[src/rtl/uart_rx_pkg.sv]
`timescale 1ns/1ps
package uart_rx_pkg;
  typedef enum logic [2:0] {
    ST_IDLE,
    ST_START,
    ST_DATA,
    ST_PAR,
    ST_STOP
  } rx_state_e;
endpackage

[src/rtl/uart_rx_front.sv]
`timescale 1ns/1ps
// Source select, synchronizer and falling-edge detector.
module uart_rx_front #(
  parameter int SYNC_STAGES = 2
) (
  input  logic clk,
  input  logic rst_n,
  input  logic pin,
  input  logic lb_line,
  input  logic lb_en,
  output logic line,
  output logic fall
);
  logic                   src;
  logic [SYNC_STAGES-1:0] sync_q;
  logic                   prev_q;

  // loopback source select ahead of the synchronizer
  always_comb src = lb_en ? lb_line : pin;

  always_ff @(posedge clk or negedge rst_n) begin
    if (!rst_n) begin
      sync_q <= '1;
      prev_q <= 1'b1;
    end else begin
      sync_q <= {sync_q[SYNC_STAGES-2:0], src};
      prev_q <= sync_q[SYNC_STAGES-1];
    end
  end

  always_comb begin
    line = sync_q[SYNC_STAGES-1];
    fall = prev_q & ~line;
  end
endmodule

[src/rtl/uart_rx_timer.sv]
`timescale 1ns/1ps
// Oversampling counter inside one bit cell.
module uart_rx_timer #(
  parameter int OS_RATE   = 16,
  parameter int SMP_EARLY = 6,
  parameter int SMP_LATE  = 7
) (
  input  logic clk,
  input  logic rst_n,
  input  logic tick,
  input  logic run,
  input  logic late,
  output logic smp,
  output logic bit_end
);
  localparam int CW = $clog2(OS_RATE);
  localparam logic [CW-1:0] PT_E = CW'(SMP_EARLY - 1);
  localparam logic [CW-1:0] PT_L = CW'(SMP_LATE - 1);
  localparam logic [CW-1:0] LAST = CW'(OS_RATE - 1);

  logic [CW-1:0] cnt_q, cnt_d, pt;
  logic          cnt_en;

  always_comb begin
    pt      = late ? PT_L : PT_E;
    smp     = run & tick & (cnt_q == pt);
    bit_end = run & tick & (cnt_q == LAST);
    cnt_en  = ~run | tick;
    if (!run)               cnt_d = '0;
    else if (cnt_q == LAST) cnt_d = '0;
    else                    cnt_d = cnt_q + 1'b1;
  end

  always_ff @(posedge clk or negedge rst_n) begin
    if (!rst_n)      cnt_q <= '0;
    else if (cnt_en) cnt_q <= cnt_d;
  end


  idle_hold_chk: assert property (@(posedge clk) disable iff (!rst_n)
    !run |=> (cnt_q == '0));

  cell_wrap_chk: assert property (@(posedge clk) disable iff (!rst_n)
    (run && tick && cnt_q == LAST) |=> (cnt_q == '0));
endmodule

[src/rtl/uart_rx_ctrl.sv]
`timescale 1ns/1ps
// Frame sequencer, data capture, parity and stop checking.
module uart_rx_ctrl
  import uart_rx_pkg::*;
#(
  parameter int DATA_W = 8
) (
  input  logic              clk,
  input  logic              rst_n,
  input  logic              line,
  input  logic              fall,
  input  logic              smp,
  input  logic              bit_end,
  input  logic [1:0]        cfg_wlen,
  input  logic              cfg_par_en,
  input  logic              cfg_par_odd,
  input  logic              cfg_stop2,
  output logic              run,
  output logic [DATA_W-1:0] out_data,
  output logic              out_valid,
  output logic              out_perr,
  output logic              out_ferr
);
  localparam int MIN_BITS = DATA_W - 3;
  localparam int IDX_W    = $clog2(DATA_W);

  rx_state_e         state_q, state_d;
  logic [IDX_W-1:0]  idx_q, idx_d, last_idx;
  logic [DATA_W-1:0] shf_q, shf_d, dat_q, dat_d;
  logic              par_q, par_d, perr_q, perr_d, ferr_q, ferr_d;
  logic              stp_q, stp_d;
  logic              vld_q, vld_d, operr_q, operr_d, oferr_q, oferr_d;
  logic              frm_en;

  always_comb begin
    last_idx = IDX_W'(MIN_BITS - 1) + IDX_W'(cfg_wlen);
    state_d  = state_q;
    idx_d    = idx_q;
    shf_d    = shf_q;
    par_d    = par_q;
    perr_d   = perr_q;
    ferr_d   = ferr_q;
    stp_d    = stp_q;
    dat_d    = dat_q;
    operr_d  = operr_q;
    oferr_d  = oferr_q;
    vld_d    = 1'b0;
    case (state_q)
      ST_IDLE: if (fall) begin
        state_d = ST_START;
        idx_d   = '0;
        shf_d   = '0;
        par_d   = 1'b0;
        perr_d  = 1'b0;
        ferr_d  = 1'b0;
        stp_d   = 1'b0;
      end
      ST_START: begin
        if (smp && line)  state_d = ST_IDLE;
        else if (bit_end) state_d = ST_DATA;
      end
      ST_DATA: begin
        if (smp) begin
          shf_d[idx_q] = line;
          par_d        = par_q ^ line;
        end
        if (bit_end) begin
          if (idx_q == last_idx) state_d = cfg_par_en ? ST_PAR : ST_STOP;
          else                   idx_d   = idx_q + 1'b1;
        end
      end
      ST_PAR: begin
        if (smp)     perr_d  = par_q ^ line ^ cfg_par_odd;
        if (bit_end) state_d = ST_STOP;
      end
      ST_STOP: begin
        if (smp) begin
          if (stp_q == cfg_stop2) begin
            vld_d   = 1'b1;
            dat_d   = shf_q;
            operr_d = perr_q;
            oferr_d = ferr_q | ~line;
            state_d = ST_IDLE;
          end else begin
            ferr_d = ferr_q | ~line;
          end
        end
        if (bit_end) stp_d = 1'b1;
      end
      default: state_d = ST_IDLE;
    endcase
  end

  always_comb frm_en = (state_q != ST_IDLE) | fall;

  always_ff @(posedge clk or negedge rst_n) begin
    if (!rst_n) begin
      state_q <= ST_IDLE;
      idx_q   <= '0;
      shf_q   <= '0;
      par_q   <= 1'b0;
      perr_q  <= 1'b0;
      ferr_q  <= 1'b0;
      stp_q   <= 1'b0;
      dat_q   <= '0;
      vld_q   <= 1'b0;
      operr_q <= 1'b0;
      oferr_q <= 1'b0;
    end else begin
      state_q <= state_d;
      vld_q   <= vld_d;
      if (frm_en) begin
        idx_q   <= idx_d;
        shf_q   <= shf_d;
        par_q   <= par_d;
        perr_q  <= perr_d;
        ferr_q  <= ferr_d;
        stp_q   <= stp_d;
        dat_q   <= dat_d;
        operr_q <= operr_d;
        oferr_q <= oferr_d;
      end
    end
  end

  always_comb begin
    run       = (state_q != ST_IDLE);
    out_data  = dat_q;
    out_valid = vld_q;
    out_perr  = operr_q;
    out_ferr  = oferr_q;
  end

  logic [IDX_W:0] nbits;
  always_comb nbits = (IDX_W+1)'(MIN_BITS) + (IDX_W+1)'(cfg_wlen);


  valid_pulse_chk: assert property (@(posedge clk) disable iff (!rst_n)
    vld_q |=> !vld_q);

  valid_from_stop_chk: assert property (@(posedge clk) disable iff (!rst_n)
    vld_q |-> ($past(state_q) == ST_STOP));

  glitch_drop_chk: assert property (@(posedge clk) disable iff (!rst_n)
    (state_q == ST_START && smp && line) |=> (state_q == ST_IDLE && !vld_q));

  upper_zero_chk: assert property (@(posedge clk) disable iff (!rst_n)
    vld_q |-> ((dat_q >> nbits) == '0));

  no_parity_chk: assert property (@(posedge clk) disable iff (!rst_n)
    (vld_q && !cfg_par_en) |-> !operr_q);
endmodule

[src/rtl/uart_os_rx.sv]
`timescale 1ns/1ps
module uart_os_rx #(
  parameter int DATA_W      = 8,
  parameter int OS_RATE     = 16,
  parameter int SMP_EARLY   = 6,
  parameter int SMP_LATE    = 7,
  parameter int SYNC_STAGES = 2
) (
  input  logic              clk,
  input  logic              rst_n,
  input  logic              tick16,
  input  logic              rxd_pin,
  input  logic              lb_txd,
  input  logic              lb_en,
  input  logic [1:0]        cfg_wlen,
  input  logic              cfg_par_en,
  input  logic              cfg_par_odd,
  input  logic              cfg_stop2,
  input  logic              cfg_late,
  output logic [DATA_W-1:0] rx_data,
  output logic              rx_valid,
  output logic              rx_perr,
  output logic              rx_ferr
);
  logic line, fall, run, smp, bit_end;

  uart_rx_front #(.SYNC_STAGES(SYNC_STAGES)) u_front (
    .clk(clk), .rst_n(rst_n), .pin(rxd_pin), .lb_line(lb_txd),
    .lb_en(lb_en), .line(line), .fall(fall)
  );

  uart_rx_timer #(.OS_RATE(OS_RATE), .SMP_EARLY(SMP_EARLY), .SMP_LATE(SMP_LATE)) u_timer (
    .clk(clk), .rst_n(rst_n), .tick(tick16), .run(run), .late(cfg_late),
    .smp(smp), .bit_end(bit_end)
  );

  uart_rx_ctrl #(.DATA_W(DATA_W)) u_ctrl (
    .clk(clk), .rst_n(rst_n), .line(line), .fall(fall), .smp(smp),
    .bit_end(bit_end), .cfg_wlen(cfg_wlen), .cfg_par_en(cfg_par_en),
    .cfg_par_odd(cfg_par_odd), .cfg_stop2(cfg_stop2), .run(run),
    .out_data(rx_data), .out_valid(rx_valid), .out_perr(rx_perr),
    .out_ferr(rx_ferr)
  );
endmodule

[config.mk]
export PLATFORM = sky130hd
export DESIGN_NAME = uart_os_rx
export DESIGN_NICKNAME = d
export VERILOG_FILES = /design/src/rtl/uart_rx_pkg.sv /design/src/rtl/uart_rx_front.sv /design/src/rtl/uart_rx_timer.sv /design/src/rtl/uart_rx_ctrl.sv /design/src/rtl/uart_os_rx.sv
export SDC_FILE = /design/constraint.sdc
export NUM_CORES = 1
export LEC_CHECK = 0
export CAP_MARGIN = 5
export CORE_AREA = 2 2 72 74
export DETAILED_ROUTE_END_ITERATION = 7
export DIE_AREA = 0 0 74 76
export DONT_BUFFER_PORTS = 1
export SLEW_MARGIN = 30
export SYNTH_ARGS = -nofsm -noshare
export SYNTH_HDL_FRONTEND = slang
export SYNTH_SLANG_ARGS = --single-unit
[constraint.sdc]
create_clock -name clk -period 4.5 [get_ports clk]
set_clock_uncertainty 0.2 [all_clocks]
set_input_delay 0.225 -clock clk [delete_from_list [all_inputs] [get_ports clk]]
set_output_delay 0.225 -clock clk [all_outputs]
set_load 0.03 [all_outputs]
==> flow_summary_export.csv, run 1 <==
group,metric,value,unit
synth,synth-compound-area-share,0.1026,
worst_setup_path,r2r_cells,4,
sta,setup_violations,0,
status,outcome,"finished, final reports clean",
clock_network,cts.sinks,36,
global_routing,grt_remaining_overflow,0,
job,maxCapViolCount,0,
worst_setup_path,arrival,2190,ps
global_routing,grt_pass1_vias,1326,
synth,yosysSeqAreaShare,0.4817,
clock_network,cts_resized,0,
routing,drt_iter0_drc,120,
power_and_ir_drop,p_seq_frac,0.486,
cells_and_area,num-nets-final,188,
power_and_ir_drop,p_sw_frac,0.3353,
power_and_ir_drop,fin_total_pwr,1.007,mW
global_routing,grt_usage,0.1483,
cells_and_area,finalNonFillerCells,245,
power_and_ir_drop,power.net_switching,337.6,µW
sta,setup_ws,2296,ps
synth,synthAdderAreaFrac,0.01332,
worst_setup_path,required,4480,ps
routing,drc,0,
power_and_ir_drop,peakVddDrop,0.0001458,V
sta,rsz0062_at_grt,"false",
synth,synth-simple-area-share,0.1899,
global_routing,antenna_found_initial,0,
routing,vias,1290,
synth,synth_edf_count,0,
synth,synth_area,1878,µm²
clock_network,clk_pin_slew_worst_paths,70,ps
clock_network,cts_buffers,5,
routing,wl_per_cell,15.21,µm
routing,drt-vias-per-instance,5.265,
floorplan,rows,26,
synth,yosysTopAreaCell,"dfrtp_1",
cells_and_area,fin_util,0.4254,
sta,hold_viol,0,
routing,wl,3727,µm
sta,setup_tns,0,ps
sta,max_freq,0.4538,GHz
min_path,min_path_type,"in -> reg",
synth,synthXorXnorAreaFrac,0.03264,
synth,synth_top_family_by_area,"simple AND/OR/NAND/NOR gates",
placed_design,portBuffers,0,
cells_and_area,drive_gt1_frac,0.1829,
worst_setup_path,path_max_fanout,11,
power_and_ir_drop,leakage,0.9128,nW
clock_network,htreeDepth,2,
floorplan,io_pins,23,
clock_network,cts_tree,"yes",
worst_setup_path,critical_path_class,"reg -> reg",
synth,synth_nets,181,
placed_design,dp_hpwl,2598,µm
floorplan,initial_core_util,0.3823,
placed_design,dpl_worst_slack,2297,ps
global_routing,grt_pass1_wl,6389,µm
placed_design,place.gp.congestion,0.9191,
floorplan,die_h,76,µm
clock_network,ctsRootBufferMaster,"clkbuf_8",
synth,synth_ff_type,"dfrtp_1",
sta,period_needed,2204,ps
global_routing,grt_max_degree,37,
synth,synthArstFlopShare,1.000,
sta,worst_pin_slew,652.1,ps
synth,ys_ff_latch,36,
worst_setup_path,r2r_setup_slack,2300,ps
synth,postSynthCellCount,167,
sta,relSlewSlack,0.5639,
worst_setup_path,cp-end-kind,"flop",
synth,synth_cell_type_count,42,
floorplan,die-area,5624,µm²
synth,synth_mux_area_frac,0.1399,
cells_and_area,diodes,0,
power_and_ir_drop,pwr-share-clk,0.282,
synth,ys_warn_count,0,
routing,dr.pass1.iters,4,
clock_network,worstSkewPairLatency,290,ps
cells_and_area,syn_to_final_growth,11.26,%
floorplan,dieWidth,74,µm
sta,period_share,0.4897,
clock_network,cts_setup_buffers,0,
placed_design,placedCellCount,231,
power_and_ir_drop,comb_power_share,0.232,
synth,synth_top_area_frac,0.4397,
synth,netlist_top_cells_area,"dfrtp_1 44%, mux2i_1 6.4%, mux2_4 6.4%",
power_and_ir_drop,p_int,669.4,µW
worst_setup_path,critPathLaunchType,"flop",
sta,drv_slew,0,
floorplan,core,4912,µm²
clock_network,clock_tree.buffer_depth,2,
synth,avgSynthCellArea,11.25,µm²
power_and_ir_drop,p_per_area,481.9,nW/µm²
routing,antenna_left,0,
min_path,whs_path_depth,2,
[worst max-delay path, stage by stage, from the launching register on]
cell and delay, ps:
dfrtp_1 450, nor3b_2 310, o21ai_4 160, nor3_4 580, mux2_2 400
[kinds of logic after synthesis]
logic type | after synthesis
AO/OA/AOI/OAI | 28
XOR/XNOR | 7
adder cells (fa/ha/maj) | 2
buffers and inverters | 10
flip-flops | 36
multiplexers | 22
AND/OR/NAND/NOR | 62
[stage by stage]
stage                     hold slack [ps]  area (µm²)
after floorplan                    -270.6        1878
after global placement             -269.6        1908
after detailed placement           -269.6        1908
after CTS                           17.98        2090
after global routing                31.51        2090
final                               12.02        2090
[registers in the layout (all words and copies together) (netlist names), 2 cells and up]
register         cells
u_ctrl.idx_q         3
u_ctrl.out_data      8
u_ctrl.shf_q         8
u_ctrl.state_q       3
u_front.sync_q       2
u_timer.cnt_q        4
[Yosys cell counts (3+ instances only)]
| cell type | number |
|---|---|
| nor3_4 | 3 |
| dfstp_2 | 3 |
| mux2i_1 | 12 |
| buf_6 | 4 |
| mux2_4 | 8 |
| nor3_1 | 4 |
| a31oi_1 | 3 |
| nand2_1 | 19 |
| xnor2_1 | 5 |
| dfrtp_1 | 33 |
| o21ai_0 | 5 |
| o2bb2ai_1 | 3 |
| a21oi_1 | 6 |
| nand3_1 | 6 |
| nor2_1 | 14 |
[layer usage]
metal  share of wire  vias to the layer above  global-route usage
li1                -                      611                   -
met1            0.43                      621              0.1888
met2            0.49                       50              0.2330
met3           0.059                        8             0.04101
met4           0.021                        0             0.06364
met5               0                        -                   0
[timing repair]
| action | CTS | global route |
|---|---|---|
| endpoints found under the setup margin | 0 | 0 |
| hold buffers | 6 | 0 |
| endpoints found under the hold margin | 41 | 0 |
[layout make-up]
class,count,area (µm²)
Fill cell,464,2823
Sequential cell,36,904.6
Multi-Input combinational cell,121,898.4
Tap cell,70,87.58
Timing Repair Buffer,6,70.07
Clock buffer,5,68.82
Clock inverter,3,42.54
Inverter,4,17.52
[power by group through the flow]
stage / Combinational [mW] / Clock, mW / Sequential, mW
after CTS: 0.235 / 0.288 / 0.487
final: 0.234 / 0.284 / 0.489
after global placement: 0.209 / 0 / 0.486
after floorplan: 0.224 / 0 / 0.452
after global routing: 0.266 / 0.306 / 0.503
after detailed placement: 0.218 / 0 / 0.493
[placed cells by master (no fill, tap or decap), types with 2 or more instances in the layout]
cell,Yosys,final
dfrtp_1,33,33
inv_1,2,2
nand3_2,2,2
xnor2_1,5,5
mux2_4,8,8
nor2_1,14,14
nor2b_1,2,2
nand2_1,19,19
a21oi_1,6,6
dlygate4sd3_1,0,5
xor2_1,2,2
a31oi_1,3,3
o21ai_0,5,5
and3_1,2,2
nor3_4,3,3
o32ai_1,2,2
mux2_2,2,2
nand2b_1,2,2
nand3_1,6,6
o2bb2ai_1,3,3
and4_1,2,2
o22ai_1,2,2
ha_1,2,2
nor3_1,4,4
dfstp_2,3,3
clkbuf_8,0,5
and3b_1,2,2
mux2i_1,12,12
[worst paths after layout]
check / start / to
worst max-delay path: u_timer.cnt_q[0] / u_ctrl.out_data[2]
worst min-delay path: cfg_par_en / u_ctrl.state_q[0]
min in group asynchronous: rst_n / u_ctrl.par_q
worst min register to register: u_front.sync_q[0] / u_front.sync_q[1]
max in group asynchronous: rst_n / u_front.prev_q
worst max register to register: u_timer.cnt_q[0] / u_ctrl.out_data[2]
(Power assumes the default switching activity.)
==> run 2, diff against run 1 <==
Settings changed: ABC_AREA set to 1.
Clock period 4.5 ns to 1.8 ns, I/O delays scaled along.
==> flow_summary_export.csv, run 2 <==
group,metric,value,unit
placed_design,portBuffers,0,
sta,setup_tns,0,ps
routing,drt_iter0_drc,85,
sta,period_share,0.9466,
power_and_ir_drop,p_seq_frac,0.376,
synth,ys_ff_latch,36,
synth,yosysSeqAreaShare,0.4823,
clock_network,htreeDepth,2,
synth,ys_warn_count,0,
power_and_ir_drop,p_int,1.745,mW
floorplan,io_pins,23,
global_routing,grt_pass1_vias,1358,
floorplan,rows,26,
power_and_ir_drop,p_sw_frac,0.3799,
power_and_ir_drop,fin_total_pwr,2.814,mW
synth,synth_nets,245,
synth,postSynthCellCount,231,
worst_setup_path,critPathLaunchType,"flop",
sta,period_needed,1704,ps
worst_setup_path,arrival,1720,ps
floorplan,die-area,5624,µm²
clock_network,clk_pin_slew_worst_paths,80,ps
floorplan,die_h,76,µm
min_path,min_path_type,"in -> async",
worst_setup_path,required,1820,ps
job,maxCapViolCount,0,
synth,avgSynthCellArea,8.119,µm²
floorplan,initial_core_util,0.3818,
synth,yosysTopAreaCell,"dfrtp_1",
routing,wl_per_cell,11.39,µm
power_and_ir_drop,power.net_switching,1.069,mW
power_and_ir_drop,leakage,1.109,nW
sta,relSlewSlack,0.7926,
routing,drc,0,
cells_and_area,syn_to_final_growth,21.01,%
worst_setup_path,cp-end-kind,"flop",
clock_network,cts_buffers,5,
synth,netlist_top_cells_area,"dfrtp_1 44%, nand2_1 13%, inv_1 5.8%",
clock_network,clock_tree.buffer_depth,2,
clock_network,ctsRootBufferMaster,"clkbuf_8",
global_routing,grt_remaining_overflow,0,
cells_and_area,diodes,0,
power_and_ir_drop,pwr-share-clk,0.253,
floorplan,core,4912,µm²
sta,max_freq,0.5869,GHz
clock_network,cts_tree,"yes",
synth,synth_area,1876,µm²
synth,synth_cell_type_count,28,
synth,synthArstFlopShare,1.000,
worst_setup_path,path_max_fanout,9,
status,outcome,"finished, final reports clean",
routing,antenna_left,0,
power_and_ir_drop,p_per_area,1240,nW/µm²
cells_and_area,final_common_cell,"nand2_1",
cells_and_area,drive_gt1_frac,0.2093,
cells_and_area,layout_common_cells,"64 x nand2_1, 33 x dfrtp_1, 29 x inv_1, 15 x buf_4, 14 x nor2_1",
clock_network,worstSkewPairLatency,290,ps
sta,worst_pin_slew,311.0,ps
global_routing,grt_max_degree,37,
power_and_ir_drop,peakVddDrop,0.0004833,V
sta,drv_slew,0,
sta,fin_hold_ws,46.16,ps
floorplan,dieWidth,74,µm
synth,yosysMostFrequentCell,"nand2_1",
sta,setup_violations,0,
global_routing,grt_pass1_wl,6168,µm
routing,wl,3735,µm
synth,synth_top_area_frac,0.4403,
clock_network,cts.sinks,36,
routing,dr.pass1.iters,4,
power_and_ir_drop,comb_power_share,0.371,
synth,synth_ff_type,"dfrtp_1",
worst_setup_path,critical_path_class,"reg -> reg",
routing,vias,1516,
global_routing,antenna_found_initial,0,
synth,synth_edf_count,0,
cells_and_area,num-nets-final,271,
sta,hold_viol,0,
placed_design,place.gp.congestion,0.8384,
synth,synth_common_cells,"66 x nand2_1, 33 x dfrtp_1, 29 x inv_1",
routing,drt-vias-per-instance,4.622,
global_routing,grt_usage,0.1400,
placed_design,dp_hpwl,2620,µm
[run 2: area by class of cell]
class                   count  area, µm²
inverters                  35      131.4
flip-flops and latches     36      904.6
clock buffers               5      68.82
repair buffers             23      202.7
multi-input cells         156      832.0
well taps                  70      87.58
fillers                   487       2643
clock inverters             3      42.54
[run 2: metal layers]
| layer | track usage | wire (µm) | share of wire |
|---|---|---|---|
| met3 | 0.04762 | 184 | 0.049 |
| met1 | 0.1825 | 1777 | 0.48 |
| met2 | 0.2080 | 1684 | 0.45 |
| met5 | 0 | 0 | 0 |
| met4 | 0.06182 | 89 | 0.024 |
[run 2: metrics by stage]
stage          utilization  setup WS [ps]  instance area [µm²]  cells
4_1_cts             0.4475          24.00                 2198    321
3_5_place_dp        0.4065          51.31                 1997    305
6_report            0.4620          96.06                 2270    328
3_3_place_gp        0.4065          51.91                 1997    305
5_1_grt             0.4620         -3.884                 2270    328
2_1_floorplan            -          223.5                 1876    231
[run 2: logic make-up (layout without fill, tap and decap cells)]
kind of cell / count (synthesis) / in the layout / synth area share
XOR/XNOR: 5 / 5 / 0.02335
AO/OA/AOI/OAI: 36 / 36 / 0.1208
AND/OR/NAND/NOR: 112 / 112 / 0.2702
flip-flops: 36 / 36 / 0.4823
adder cells (fa/ha/maj): 2 / 2 / 0.01334
buffers and inverters: 39 / 66 / 0.08405
multiplexers: 1 / 1 / 0.006004
[run 2: path summary, 6_finish.rpt]
kind                                   start  depth (start not counted)           endpoint  slack [ps]
max                        u_ctrl.state_q[1]                          7    u_ctrl.shf_q[2]         100
min                                    rst_n                          2  u_ctrl.state_q[2]          50
max reg2reg                u_ctrl.state_q[1]                          7    u_ctrl.shf_q[2]         100
min reg2reg                u_front.sync_q[0]                          0  u_front.sync_q[1]         160
max in group asynchronous              rst_n                          2     u_front.prev_q        1100
min in group clk                    cfg_late                          6      u_ctrl.perr_q          50
[run 2: worst max-delay path, cell delays in order (launching register included)]
cell and delay (ps):
dfrtp_1 420, buf_4 140, nand2_1 100, nor2_4 220
nand3_4 170, inv_2 130, nand2_2 110, o21ai_1 150
[run 2: what timing repair did]
action                     CTS  global route
hold endpoints to repair    47             0
setup endpoints to repair    0            16
setup buffers                0             8
hold buffers                 8             0
gates resized for setup      0             6
[run 2: power by group through the flow]
stage / logic [mW] / registers [mW] / clock network, mW
floorplan: 0.725 / 1.04 / 0
global placement: 0.909 / 1.07 / 0
detailed placement: 0.929 / 1.07 / 0
CTS: 0.968 / 1.06 / 0.741
global route: 1.19 / 1.07 / 0.764
finish: 1.04 / 1.06 / 0.713
